## config.mk

```make
export PLATFORM = sky130hd
export DESIGN_NAME = pix_serializer
export DESIGN_NICKNAME = d
export VERILOG_FILES = /design/src/rtl/ppu_pkg.sv /design/src/rtl/ppu_unpack.sv /design/src/rtl/ppu_palette.sv /design/src/rtl/ppu_colour.sv /design/src/rtl/pix_serializer.sv
export SDC_FILE = /design/constraint.sdc
export NUM_CORES = 1
export LEC_CHECK = 0
export CAP_MARGIN = 10
export CORE_MARGIN = 2
export CORE_UTILIZATION = 53
export CTS_CLUSTER_SIZE = 8
export DETAILED_ROUTE_END_ITERATION = 10
export HOLD_SLACK_MARGIN = 0.05
export PLACE_DENSITY = 0.77
export SYNTH_ARGS = -nofsm -noshare
export SYNTH_HDL_FRONTEND = slang
export SYNTH_SLANG_ARGS = --single-unit
```

## constraint.sdc

```tcl
create_clock -name clk -period 1.5 [get_ports clk]
set_input_delay 0.3 -clock clk [delete_from_list [all_inputs] [get_ports clk]]
set_output_delay 0.3 -clock clk [all_outputs]
set_load 0.005 [all_outputs]
```

## src/rtl/ppu_pkg.sv

```systemverilog
package ppu_pkg;

  typedef enum logic [1:0] {
    PK_ODDEVEN = 2'd0,
    PK_PLANAR  = 2'd1,
    PK_BYTE    = 2'd2
  } pack_e;

  function automatic pack_e decode_pack(input logic [1:0] sel);
    if (sel[1])      return PK_BYTE;
    else if (sel[0]) return PK_PLANAR;
    else             return PK_ODDEVEN;
  endfunction

endpackage

```

## src/rtl/ppu_unpack.sv

```systemverilog
module ppu_unpack
  import ppu_pkg::*;
#(
  parameter int PLANES  = 4,
  parameter int PLANE_W = 8
) (
  input  logic                      clk,
  input  logic                      rst,
  input  logic                      dot_en,
  input  logic                      char_stb,
  input  logic [1:0]                mode_sel,
  input  logic [PLANES*PLANE_W-1:0] word_in,
  output logic [PLANE_W-1:0]        raw_q,
  output logic                      byte_q
);
  localparam int WORD_W = PLANES * PLANE_W;
  localparam int SLOT_W = $clog2(PLANE_W);

  logic [WORD_W-1:0]  hold;
  logic [SLOT_W-1:0]  slot;
  pack_e              pack_q;
  logic [PLANE_W-1:0] plane [PLANES];
  logic [PLANE_W-1:0] raw;

  for (genvar p = 0; p < PLANES; p++) begin : g_plane
    assign plane[p] = hold[p*PLANE_W +: PLANE_W];
  end

  // slot select: MSB of each plane byte is leftmost
  always_comb begin
    logic [SLOT_W-1:0] col;
    logic [SLOT_W-2:0] pair_n;
    logic [PLANE_W-1:0] hp, lp;
    col    = ~slot;
    pair_n = ~slot[SLOT_W-2:0];
    hp     = slot[SLOT_W-1] ? plane[3] : plane[2];
    lp     = slot[SLOT_W-1] ? plane[1] : plane[0];
    raw    = '0;
    unique case (pack_q)
      PK_BYTE:   raw = plane[slot[SLOT_W-1:1]];
      PK_PLANAR: for (int b = 0; b < PLANES; b++) raw[b] = plane[b][col];
      PK_ODDEVEN: raw[3:0] = {hp[{pair_n, 1'b1}], hp[{pair_n, 1'b0}],
                              lp[{pair_n, 1'b1}], lp[{pair_n, 1'b0}]};
      default:   raw = '0;
    endcase
  end

  always_ff @(posedge clk) begin
    if (rst) begin
      hold   <= '0;
      slot   <= '0;
      pack_q <= PK_ODDEVEN;
      raw_q  <= '0;
      byte_q <= 1'b0;
    end else if (dot_en) begin
      raw_q  <= raw;
      byte_q <= (pack_q == PK_BYTE);
      if (char_stb) begin
        hold   <= word_in;
        slot   <= '0;
        pack_q <= decode_pack(mode_sel);
      end else begin
        slot <= slot + 1'b1;
      end
    end
  end

  AST_LOAD_RESTART: assert property (@(posedge clk) disable iff (rst)
    (dot_en && char_stb) |=> (slot == '0 && hold == $past(word_in)));

  AST_BYTE_DOUBLE: assert property (@(posedge clk) disable iff (rst)
    (dot_en && $past(dot_en) && pack_q == PK_BYTE && slot[0])
      |=> raw_q == $past(raw_q));

endmodule

```

## src/rtl/ppu_palette.sv

```systemverilog
module ppu_palette #(
  parameter int DEPTH = 16,
  parameter int W     = 6
) (
  input  logic                     clk,
  input  logic                     rst,
  input  logic                     we,
  input  logic [$clog2(DEPTH)-1:0] waddr,
  input  logic [W-1:0]             wdata,
  input  logic [$clog2(DEPTH)-1:0] raddr,
  output logic [W-1:0]             rdata
);
  logic [W-1:0] mem [DEPTH];

  // distributed storage: synchronous write, asynchronous read
  always_ff @(posedge clk) begin
    if (rst) begin
      for (int i = 0; i < DEPTH; i++) mem[i] <= W'(i);
    end else if (we) begin
      mem[waddr] <= wdata;
    end
  end

  assign rdata = mem[raddr];

  AST_TABLE_WRITE: assert property (@(posedge clk) disable iff (rst)
    we |=> mem[$past(waddr)] == $past(wdata));

endmodule

```

## src/rtl/ppu_colour.sv

```systemverilog
module ppu_colour #(
  parameter int PIX_W = 8,
  parameter int NIB_W = 4,
  parameter int PAL_W = 6
) (
  input  logic             clk,
  input  logic             rst,
  input  logic             dot_en,
  input  logic [PIX_W-1:0] raw,
  input  logic             is_byte,
  input  logic [NIB_W-1:0] mask,
  input  logic [PIX_W-PAL_W-1:0] hi,
  input  logic [PAL_W-1:0] pal_data,
  output logic [NIB_W-1:0] pal_addr,
  output logic [PIX_W-1:0] pix_idx
);
  localparam int HI_W = PIX_W - PAL_W;

  assign pal_addr = raw[NIB_W-1:0] & mask;

  always_ff @(posedge clk) begin
    if (rst)         pix_idx <= '0;
    else if (dot_en) pix_idx <= is_byte ? raw : {hi, pal_data};
  end

  AST_BYPASS: assert property (@(posedge clk) disable iff (rst)
    (dot_en && is_byte) |=> pix_idx == $past(raw));

  AST_UPPER_BITS: assert property (@(posedge clk) disable iff (rst)
    (dot_en && !is_byte) |=> pix_idx[PIX_W-1 -: HI_W] == $past(hi));

endmodule

```

## src/rtl/pix_serializer.sv

```systemverilog
module pix_serializer #(
  parameter int PLANES    = 4,
  parameter int PLANE_W   = 8,
  parameter int PAL_DEPTH = 16,
  parameter int PAL_W     = 6
) (
  input  logic                         clk,
  input  logic                         rst,
  input  logic                         dot_en,
  input  logic                         char_stb,
  input  logic [1:0]                   mode_sel,
  input  logic [PLANES*PLANE_W-1:0]    word_in,
  input  logic                         pal_we,
  input  logic [$clog2(PAL_DEPTH)-1:0] pal_waddr,
  input  logic [PAL_W-1:0]             pal_wdata,
  input  logic [PLANES-1:0]            plane_mask,
  input  logic [PLANE_W-PAL_W-1:0]     idx_hi,
  output logic [PLANE_W-1:0]           pix_idx
);
  localparam int PAL_AW = $clog2(PAL_DEPTH);

  logic [PLANE_W-1:0] raw_q;
  logic               byte_q;
  logic [PAL_AW-1:0]  pal_raddr;
  logic [PAL_W-1:0]   pal_rdata;

  ppu_unpack #(.PLANES(PLANES), .PLANE_W(PLANE_W)) u_unpack (
    .clk(clk), .rst(rst), .dot_en(dot_en), .char_stb(char_stb),
    .mode_sel(mode_sel), .word_in(word_in), .raw_q(raw_q), .byte_q(byte_q)
  );

  ppu_palette #(.DEPTH(PAL_DEPTH), .W(PAL_W)) u_palette (
    .clk(clk), .rst(rst), .we(pal_we), .waddr(pal_waddr), .wdata(pal_wdata),
    .raddr(pal_raddr), .rdata(pal_rdata)
  );

  ppu_colour #(.PIX_W(PLANE_W), .NIB_W(PLANES), .PAL_W(PAL_W)) u_colour (
    .clk(clk), .rst(rst), .dot_en(dot_en), .raw(raw_q), .is_byte(byte_q),
    .mask(plane_mask), .hi(idx_hi), .pal_data(pal_rdata),
    .pal_addr(pal_raddr), .pix_idx(pix_idx)
  );

  AST_IDLE_HOLD: assert property (@(posedge clk) disable iff (rst)
    !dot_en |=> $stable(pix_idx));

endmodule

```

==> summary.txt, run 1 <==
Outcome
  – Status: complete, but fails checks
  – Failing checks: negative setup slack

STA
  – Final setup fails: 10
  – Slew margin rel.: 0.696
  – Clock skew: 5.81 ps
  – Worst setup margin: -181 ps
  – Worst-Margin Slew: between 400 and 500 ps
  – Final hold viol count: 0
  – RSZ-0062 raised after global routing: yes
  – Final slew viol count: 0
  – Fmax: 595 MHz
  – Setup_tns: -1220 ps
  – Period utilization: 1.12
  – Final min period: around 1700 ps

Final layout
  – # diodes: 0
  – Area of the multi-input gates: 0.00354 mm^2
  – Final Cell Area: 0.0101 mm^2
  – Fraction of layout cells with a size suffix above 1: 0.300
  – Fillers: 891
  – Synth-to-Final Area Change: 34.8%
  – Nets: 867
  – Register area: 0.00399 mm^2
  – Post-Layout Cell Count: 1004

Synthesis
  – Ys async rst share: 0
  – Post-synth top cells: edfxtp_1, nand2_1, and2_1
  – EDFF count, synth: 96
  – Top post-synthesis cells by area: edfxtp_1, dfxtp_1, mux4_2
  – Seq/Total Area, Yosys: 0.531
  – Post-Synthesis Cells: 683
  – Share of the synthesized area in the top cell type: 0.387
  – Cell area after synthesis: 0.00746 mm^2
  – Syn Nets: 739
  – Most frequent cell after synthesis: edfxtp_1
  – Synth Register Bits: 150
  – Syn Area/Cell: 10.9 um^2
  – Top FF cell, synth: edfxtp_1
  – Synth warnings: 0
  – Synth unique cells: 47
  – Most area-hungry cell type in the Yosys netlist: edfxtp_1

Detailed routing
  – Via density per instance: 6.13
  – Antenna-violating nets left: 0
  – WL/cell: 21.6 um
  – Final wirelength: roughly 22000 um
  – # DRC: 0
  – DRT iter0 DRCs: about 600
  – Via count: 6154
  – First-pass DRT Iterations: 5

Critical path
  – RR Endpoint: u_colour.pix_idx[2]$_SDFFE_PP0P_
  – Register-to-Register Path Depth: 7
  – Worst setup SP type: flip-flop
  – Peak per-stage delay on the critical path: 370 ps
  – R2R Setup Slk: -180 ps
  – CP required: between 1500 and 2000 ps
  – Reg2Reg Launch Point: u_unpack.raw_q[0]$_SDFFE_PP0P_
  – Crit path kind: flip-flop to flip-flop
  – Worst-path maximum fanout: 7
  – CP max stage cell: dfxtp_4
  – Cells along the critical path: nand2_4, buf_12, buf_6, a211oi_1, a31oi_1, a21oi_1, a2111oi_2
  – Critical Path Sink Type: flip-flop
  – Crit path DAT: about 2000 ps
  – Crit. Startpoint: u_unpack.raw_q[0]$_SDFFE_PP0P_

Power and ir drop
  – Maximum vdd ir drop: 0.000818 V
  – Switching Share: 0.248
  – Pwr per Cell Area: 1020 mW/mm^2
  – Leakage: 3.78 nW
  – Combinational cell fraction of total power: 0.118
  – Total power draw: 10.2 mW
  – Share of power burned in registers: 0.468
  – Switching pwr: between 2 and 3 mW
  – Internal: 7.67 mW
  – Clock share of power: 0.414

Global routing
  – Largest net degree at the start of global routing: 45
  – Grt total ovfl: 0
  – GRT Overall Usage: 0.297
  – First-pass GRT wire length: about 33000 um
  – Vias in the first global route: slightly above 6000
  – Initial antenna violation count: 0

Clocking
  – CTS Hold Bufs: 0
  – CTS Root Cell: clkbuf_16
  – Worst-Skew Late Latency: 440 ps
  – Clock sink count: 150
  – CTS tree: done
  – Clock buffer depth: 2
  – CTS H-tree lvls: 4
  – Clk slew on worst S/H paths: 60 ps
  – CTS buffer count: 17

Min path
  – Hold depth: 3
  – Hold_sp: rst
  – Hold/Removal Path Class: input port to flip-flop
  – Min-Delay Endpoint: u_colour.pix_idx[2]$_SDFFE_PP0P_

Floorplan
  – Die Y: between 100 and 150 um
  – # IOs: 63
  – Core footprint: 0.0138 mm^2
  – Die area: approximately 0.015 mm^2
  – Starting Density: 0.539
  – Die W: between 100 and 150 um
  – Row count: 43

Place
  – Placed cell area: 0.00890 mm^2
  – Placed Cells: 958
  – Post-place setup slack: -688 ps
  – Count of input and output buffers: 62
  – GPL Wtd Cong: 0.913
  – HPWL after DPL: 14500 um

Job
  – Max Cap Viol: 0
[stage by stage]
stage                     hold WS (ps)  utilization
final                              403        0.727
after global routing               396        0.727
after CTS                          366        0.707
after detailed placement           458        0.644
after global placement             446        0.644
after floorplan                    436            -
[flip-flops by register name (all words and copies together) (netlist names)]
signal,count
u_unpack.byte_q,1
u_palette.mem,96
u_unpack.pack_q,2
u_unpack.hold,32
u_colour.pix_idx,8
u_unpack.slot,3
u_unpack.raw_q,8
[critical path: cells and delay by family, from the launching register on]
family | cells | cell delay, ps
compound gates | 4 | 760
buf+inv | 2 | 300
flops | 1 | 370
simple gates | 1 | 120
[layer usage]
layer | routed length [um] | up-vias | part of all wire | global-route usage
met5 | 0 | - | 0 | 0
met4 | 811 | 0 | 0.037 | 0.111
met3 | 1760 | 68 | 0.081 | 0.0827
met2 | 11000 | 309 | 0.51 | 0.503
met1 | 8120 | 3001 | 0.37 | 0.363
li1 | - | 2776 | - | -
[cells in the final DEF (no fill, tap or decap), types with 10 or more instances in the layout]
cell type / netlist / routed
a31oi_1: 15 / 14
nand2_1: 82 / 79
o21ai_1: 14 / 13
a211oi_2: 0 / 11
or2_4: 0 / 10
and3_1: 28 / 27
mux4_2: 21 / 24
or3_1: 29 / 28
mux2i_1: 18 / 17
buf_12: 1 / 18
clkdlybuf4s50_1: 0 / 48
a211oi_1: 25 / 10
dlygate4sd2_1: 0 / 10
and2_1: 67 / 65
edfxtp_1: 96 / 96
a21oi_1: 55 / 53
buf_4: 3 / 74
inv_1: 10 / 10
dfxtp_1: 54 / 46
nor2_1: 30 / 23
clkbuf_16: 0 / 19
[worst max-delay path by stage]
stage | endpoint | slack [ps] | cells past startpoint
3_3_place_gp | u_palette.mem[4][1]$_SDFFCE_PN0P_ | -670 | 7
6_report | u_colour.pix_idx[2]$_SDFFE_PP0P_ | -180 | 7
2_1_floorplan | u_unpack.raw_q[1]$_SDFFE_PP0P_ | -50 | 5
3_5_place_dp | u_palette.mem[4][4]$_SDFFCE_PN0P_ | -690 | 7
4_1_cts | u_colour.pix_idx[3]$_SDFFE_PP0P_ | -140 | 6
5_1_grt | u_unpack.raw_q[2]$_SDFFE_PP0P_ | -210 | 6
[logic make-up after synthesis]
group / share of synthesized area
AOI/OAI and AO/OA: 0.116
adders and majority gates: 0.00168
buffers and inverters: 0.0450
DFF: 0.531
and+or+nand+nor: 0.204
muxes: 0.101
[final cells by class]
| cell class | count | share of cell area |
|---|---|---|
| repair buffers | 164 | 0.167 |
| clock buffers | 18 | 0.0427 |
| clock inverters | 14 | 0.0151 |
| well taps | 180 | 0.0224 |
| multi-input cells | 468 | 0.352 |
| inverters | 10 | 0.00373 |
| flip-flops and latches | 150 | 0.396 |
[repair_timing]
| action | CTS | global route |
|---|---|---|
| gates resized for setup | 61 | 53 |
| cloned | 3 | 3 |
| setup endpoints to repair | 77 | 76 |
| setup buffers | 6 | 4 |
| pin swaps | 7 | 19 |
[power groups by stage]
| stage | clock network [mW] | logic [mW] | registers, mW |
|---|---|---|---|
| final | 4.22 | 1.20 | 4.78 |
| after global routing | 4.43 | 1.28 | 4.79 |
| after detailed placement | 0 | 1.06 | 4.84 |
| after CTS | 4.25 | 1.11 | 4.76 |
| after global placement | 0 | 1.03 | 4.83 |
| after floorplan | 0 | 0.542 | 4.76 |
Power figures use the tool's default switching activity.
==> inputs of run 2 (changes only) <==
--- a/config.mk
+++ b/config.mk
@@ -8,6 +8,7 @@
 export CAP_MARGIN = 10
 export CORE_MARGIN = 2
 export CORE_UTILIZATION = 53
+export CTS_CLUSTER_DIAMETER = 60
 export CTS_CLUSTER_SIZE = 8
 export DETAILED_ROUTE_END_ITERATION = 10
 export HOLD_SLACK_MARGIN = 0.05
==> results of run 2 <==
Final layout, timing and power as in run 1 (identical DEF).
